File: src/rtl/scr_pkg.sv
package scr_pkg;

    localparam int LFSR_W = 11;
    localparam int BITS_PER_SC = 2;

    typedef logic [LFSR_W-1:0] lfsr_t;
    typedef logic [BITS_PER_SC-1:0] pair_t;

    typedef struct packed {
        lfsr_t nxt;
        pair_t pair;
    } step_t;

    // Two Fibonacci steps of x^11 + x^2 + 1; first bit lands in pair[1]
    function automatic step_t lfsr_step2(lfsr_t cur);
        step_t res;
        lfsr_t s;
        logic fb;
        s = cur;
        res.pair = '0;
        for (int k = 0; k < BITS_PER_SC; k++) begin
            fb = s[LFSR_W-1] ^ s[1];
            res.pair[BITS_PER_SC-1-k] = fb;
            s = {s[LFSR_W-2:0], fb};
        end
        res.nxt = s;
        return res;
    endfunction

endpackage

File: src/rtl/scr_sym_ctrl.sv
module scr_sym_ctrl #(
    parameter int N = 64,
    parameter int IDX_W = $clog2(N)
) (
    input  logic             clk,
    input  logic             rst,
    input  logic             sym_start,
    input  logic             sym_active,
    input  logic             free_run,
    output logic             run,
    output logic [IDX_W-1:0] idx,
    output logic             load,
    output logic             adv
);

    localparam logic [IDX_W-1:0] LAST = IDX_W'(N - 1);

    // Reseed only when an active symbol begins in reseed mode
    assign load = sym_start & sym_active & ~free_run;
    // A running cycle always consumes its two bits unless a reload wins
    assign adv  = run & ~load;

    always_ff @(posedge clk) begin
        if (rst) begin
            run <= 1'b0;
            idx <= '0;
        end else if (sym_start) begin
            run <= sym_active;
            idx <= '0;
        end else if (run) begin
            if (idx == LAST) run <= 1'b0;
            idx <= idx + 1'b1;
        end
    end

    a_r9_restart: assert property (@(posedge clk) disable iff (rst)
        (sym_start && sym_active) |=> (run && idx == '0));

    a_r8_inactive_idle: assert property (@(posedge clk) disable iff (rst)
        (sym_start && !sym_active) |=> !run);

    a_r2_step: assert property (@(posedge clk) disable iff (rst)
        (run && !sym_start && idx != LAST) |=> (run && idx == $past(idx) + 1'b1));

    a_r2_end: assert property (@(posedge clk) disable iff (rst)
        (run && !sym_start && idx == LAST) |=> !run);

endmodule

File: src/rtl/scr_lfsr.sv
module scr_lfsr
    import scr_pkg::*;
(
    input  logic  clk,
    input  logic  rst,
    input  lfsr_t seed,
    input  logic  load,
    input  logic  adv,
    output pair_t pair
);

    lfsr_t state;
    step_t step;

    always_comb step = lfsr_step2(state);
    assign pair = step.pair;

    always_ff @(posedge clk) begin
        if (rst)       state <= seed;
        else if (load) state <= seed;
        else if (adv)  state <= step.nxt;
    end

    a_r6_reload: assert property (@(posedge clk) disable iff (rst)
        load |=> (state == $past(seed)));

    a_r8_freeze: assert property (@(posedge clk) disable iff (rst)
        (!load && !adv) |=> $stable(state));

    a_r7_shift: assert property (@(posedge clk) disable iff (rst)
        (adv && !load) |=> (state[LFSR_W-1:2] == $past(state[LFSR_W-3:0])));

endmodule

File: src/rtl/scr_out_stage.sv
module scr_out_stage
    import scr_pkg::*;
#(
    parameter int N = 64,
    parameter int IDX_W = $clog2(N)
) (
    input  logic             clk,
    input  logic             rst,
    input  logic             run,
    input  logic [IDX_W-1:0] idx,
    input  pair_t            pair,
    input  logic [N-1:0]     used_mask,
    output logic             valid_o,
    output logic [IDX_W-1:0] idx_o,
    output pair_t            bits_o
);

    logic  sc_used;
    logic  is_dc;
    pair_t masked;

    always_comb begin
        sc_used = used_mask[idx];
        is_dc   = (idx == '0);
        masked  = is_dc ? '0 : pair;
    end

    always_ff @(posedge clk) begin
        if (rst) begin
            valid_o <= 1'b0;
            idx_o   <= '0;
            bits_o  <= '0;
        end else begin
            valid_o <= run & sc_used;
            if (run) begin
                idx_o  <= idx;
                bits_o <= masked;
            end
        end
    end

    a_r5_unused_quiet: assert property (@(posedge clk) disable iff (rst)
        (run && !used_mask[idx]) |=> !valid_o);

    a_r2_idx_follow: assert property (@(posedge clk) disable iff (rst)
        run |=> (idx_o == $past(idx)));

    a_r2_no_run_no_valid: assert property (@(posedge clk) disable iff (rst)
        !run |=> !valid_o);

endmodule

File: src/rtl/sc_prbs_gen.sv
module sc_prbs_gen
    import scr_pkg::*;
#(
    parameter int N = 64,
    localparam int IDX_W = $clog2(N)
) (
    input  logic             clk,
    input  logic             rst,
    input  logic             sym_start_i,
    input  logic             sym_active_i,
    input  logic             free_run_i,
    input  logic [10:0]      seed_i,
    input  logic [N-1:0]     used_mask_i,
    output logic             out_valid_o,
    output logic [IDX_W-1:0] out_idx_o,
    output logic [1:0]       out_bits_o
);

    logic             run;
    logic [IDX_W-1:0] idx;
    logic             load;
    logic             adv;
    pair_t            pair;

    scr_sym_ctrl #(.N(N), .IDX_W(IDX_W)) u_ctrl (
        .clk        (clk),
        .rst        (rst),
        .sym_start  (sym_start_i),
        .sym_active (sym_active_i),
        .free_run   (free_run_i),
        .run        (run),
        .idx        (idx),
        .load       (load),
        .adv        (adv)
    );

    scr_lfsr u_lfsr (
        .clk  (clk),
        .rst  (rst),
        .seed (seed_i),
        .load (load),
        .adv  (adv),
        .pair (pair)
    );

    scr_out_stage #(.N(N), .IDX_W(IDX_W)) u_out (
        .clk       (clk),
        .rst       (rst),
        .run       (run),
        .idx       (idx),
        .pair      (pair),
        .used_mask (used_mask_i),
        .valid_o   (out_valid_o),
        .idx_o     (out_idx_o),
        .bits_o    (out_bits_o)
    );

    a_r1_quiet_after_reset: assert property (@(posedge clk)
        rst |=> !out_valid_o);

    a_r4_dc_zero: assert property (@(posedge clk) disable iff (rst)
        (out_valid_o && out_idx_o == '0) |-> (out_bits_o == 2'b00));

endmodule

File: config.mk
export PLATFORM = sky130hd
export DESIGN_NAME = sc_prbs_gen
export DESIGN_NICKNAME = d
export VERILOG_FILES = /design/src/rtl/scr_pkg.sv /design/src/rtl/scr_sym_ctrl.sv /design/src/rtl/scr_lfsr.sv /design/src/rtl/scr_out_stage.sv /design/src/rtl/sc_prbs_gen.sv
export SDC_FILE = /design/constraint.sdc
export NUM_CORES = 1
export LEC_CHECK = 0
export BUFFER_PORTS_ARGS = -buffer_cell sky130_fd_sc_hd__buf_2
export CAP_MARGIN = 20
export CORE_MARGIN = 3
export CORE_UTILIZATION = 41
export DETAILED_ROUTE_END_ITERATION = 10
export PLACE_DENSITY = 0.78
export SYNTH_ARGS = -nofsm -noshare
export SYNTH_HDL_FRONTEND = slang
export SYNTH_SLANG_ARGS = --single-unit
File: constraint.sdc
create_clock -name clk -period 1.65 [get_ports clk]
set_input_delay 0.33 -clock clk [delete_from_list [all_inputs] [get_ports clk]]
set_output_delay 0.33 -clock clk [all_outputs]
set_load 0.05 [all_outputs]
==> results_dict.tcl <==
set metrics [dict create \
    status "finished, violations left" \
    violations "negative setup slack" \
    r2r-end "u_out.valid_o$_SDFF_PP0_" \
    antenna_found_initial 0 \
    holdPathEnd "u_ctrl.run$_SDFF_PP0_" \
    port_buffers 88 \
    ys_warn_count 0 \
    leakagePower_nw 1.03 \
    avgSynthCellArea_um2 11.4 \
    hold_viol_final 0 \
    r2r_slack_ns -0.09 \
    core_region_area_mm2 0.00406 \
    slew_headroom_pct 70.6 \
    rows 23 \
    vias 1542 \
    netlist_area_mm2 0.00175 \
    setup_ws_ns -0.0885 \
    ant_nets 0 \
    areaGrowthSynthToFinish_pct 38.5 \
    grt_pass1_vias 1550 \
    synth_nets 236 \
    timing.fmax_ghz 0.575 \
    die_area_mm2 0.00508 \
    grt_pass1_wl_mm 7.27 \
    most-common-layout-cells "buf_2, nor2_1, mux2_2, buf_4, dfxtp_1" \
    hp-class "input port to flip-flop" \
    ys_ff_latch 27 \
    drive_above_1_share_pct 58.3 \
    critPathArrivalTime_ns 1.90 \
    cts_tree "yes" \
    clock_latency_ns 0.27 \
    min_from "sym_active_i" \
    tightestPinTransition_ns 0.441 \
    start_util_pct 43.1 \
    die_x_um 71.3 \
    gp_congestion 0.833 \
    grt_use_met3_pct 3.09 \
    fin_crit_ns 1.74 \
    layout_commonest_cell "buf_2" \
    synth_cells 154 \
    cap_violations 0 \
    slew_viol_final 0 \
    ys_types 36 \
    cts_buffers 3 \
    setup_tns_ns -0.0885 \
    dp_slack_ns -0.127 \
    powerDensity_mw_per_mm2 574 \
    rsz0062_at_grt "yes" \
    cts.path.max_buffers 2 \
    wire_per_inst_um 15.2 \
    cts.sinks 27 \
    crit_required_ns 1.81 \
    min_path_cells 3 \
    setup_viol 1 \
    global_route.usage.total_pct 18.1 \
    io_pins 89 \
    viasPerCell 5.11 \
    drtIter0Drc 46 \
    path_class "flip-flop to flip-flop" \
    die_h_um 71.3 \
    fin_worst_skew_ns 0.00379 \
    grt_max_degree 15 \
    fill_cells 348 \
    drc 0 \
    utilization_pct 59.7 \
    clkTransAtPathRegs_ns 0.09 \
    ir_drop_mv 0.564 \
    startpoint_type "flip-flop" \
    r2r_start "u_ctrl.idx[1]$_SDFFE_PP0P_" \
    cts_root_buffer "clkbuf_8" \
    path_max_fanout 6 \
    worstRegToRegCells 6 \
    dp.final_hpwl_mm 3.56 \
    crit_path_end_kind "flip-flop" \
    use_met1_pct 23.7 \
    first_pass_iters 4 \
    htreeDepth 1 \
    insertedDiodeCount 0 \
    overflow 0 \
    nets 335 \
    ys_seq_area_share_pct 37.2 \
    met2_usage_pct 30.9 \
    routed_wl_mm 4.58 \
    gr-max-usage-layer "met2" \
    period_share_pct 105 \
]
[per-layer routing]
metal / share of wire, % / vias to the layer above
met3: 3.8 / 6
met2: 53 / 35
met4: 1.4 / 0
met5: 0 / -
li1: - / 770
met1: 42 / 731
[worst max-delay path: stages, from the launching register on]
cell and delay (ns):
dfxtp_4 0.40, buf_12 0.13, mux4_2 0.49, nand2_1 0.08
a21oi_1 0.08, a2111oi_2 0.37, nor4_1 0.08
[worst max path at each step]
stage / startpoint / endpoint / slack (ns) / cells after the start
4_1_cts: u_ctrl.idx[0]$_SDFFE_PP0P_ / u_out.valid_o$_SDFF_PP0_ / -0.06 / 5
3_5_place_dp: u_ctrl.idx[0]$_SDFFE_PP0P_ / u_out.valid_o$_SDFF_PP0_ / -0.13 / 5
5_1_grt: u_ctrl.idx[1]$_SDFFE_PP0P_ / u_out.valid_o$_SDFF_PP0_ / -0.21 / 8
2_1_floorplan: u_ctrl.idx[1]$_SDFFE_PP0P_ / u_out.valid_o$_SDFF_PP0_ / 0.008 / 7
3_3_place_gp: u_ctrl.idx[0]$_SDFFE_PP0P_ / u_out.valid_o$_SDFF_PP0_ / -0.06 / 5
6_report: u_ctrl.idx[1]$_SDFFE_PP0P_ / u_out.valid_o$_SDFF_PP0_ / -0.09 / 6
[synth_stat cells, drive strengths merged]
cell / n / area [µm²]
nor2: 20 / 75.1
dfxtp: 16 / 320
mux2: 16 / 180
mux4: 12 / 285
nand2: 12 / 45.0
buf: 11 / 78.8
edfxtp: 11 / 330
mux2i: 11 / 110
xor2: 6 / 52.6
a21oi: 3 / 15.0
clkbuf: 3 / 11.3
inv: 3 / 11.3
a2111oi: 2 / 23.8
a211oi: 2 / 15.0
a22oi: 2 / 15.0
ha: 2 / 25.0
nand2b: 2 / 12.5
nand4: 2 / 12.5
nand4b: 2 / 17.5
nor2b: 2 / 12.5
nor4: 2 / 12.5
o21ai: 2 / 10.0
a311o: 1 / 10.0
a311oi: 1 / 8.76
a31oi: 1 / 6.26
and3: 1 / 6.26
nor3: 1 / 5.00
nor4b: 1 / 8.76
o22ai: 1 / 6.26
or2: 1 / 6.26
or4b: 1 / 10.0
xnor2: 1 / 8.76
[what timing repair did]
item	in CTS	in global routing
endpoints found under the setup margin	1	1
gates cloned	1	0
pin swaps	5	0
resized for setup	8	2
setup buffers	4	0
hold buffers	0	0
[cells by family (layout without fill, tap and decap cells)]
| group | Yosys count | in the layout | share of synthesized area, % |
|---|---|---|---|
| buffers and inverters | 17 | 115 | 5.80 |
| adders and majority gates | 2 | 2 | 1.43 |
| DFF | 27 | 27 | 37.2 |
| and+or+nand+nor | 47 | 47 | 12.8 |
| xor gates and xnor gates | 7 | 7 | 3.51 |
| AOI/OAI and AO/OA | 15 | 15 | 6.30 |
| muxes | 39 | 39 | 32.9 |
[per-stage QoR]
step	power (mW)	hold slack, ns	cells	cell area [µm²]
finish	1.39	0.343	302	2420
global route	1.46	0.347	302	2420
CTS	1.40	0.339	302	2420
detailed placement	1.03	0.481	293	2290
global placement	1.02	0.473	293	2290
floorplan	0.905	0.449	154	1740
[report_power, final]
part | switching [mW] | internal (mW)
Clock | 0.196 | 0.173
Combinational | 0.103 | 0.163
Sequential | 0.0159 | 0.738
[registers in the layout, indices dropped and copies added, names as in the netlist]
register,count
u_out.idx_o,6
u_out.valid_o,1
u_ctrl.run,1
u_ctrl.idx,6
u_out.bits_o,2
u_lfsr.state,11
[layout make-up]
cell class	instances	area (µm²)	area share, %
Timing Repair Buffer	108	639	26.4
Inverter	3	11.3	0.465
Clock buffer	4	45.0	1.86
Sequential cell	27	659	27.2
Multi-Input combinational cell	110	1000	41.4
Tap cell	50	62.6	2.58
(Power assumes the default switching activity.)
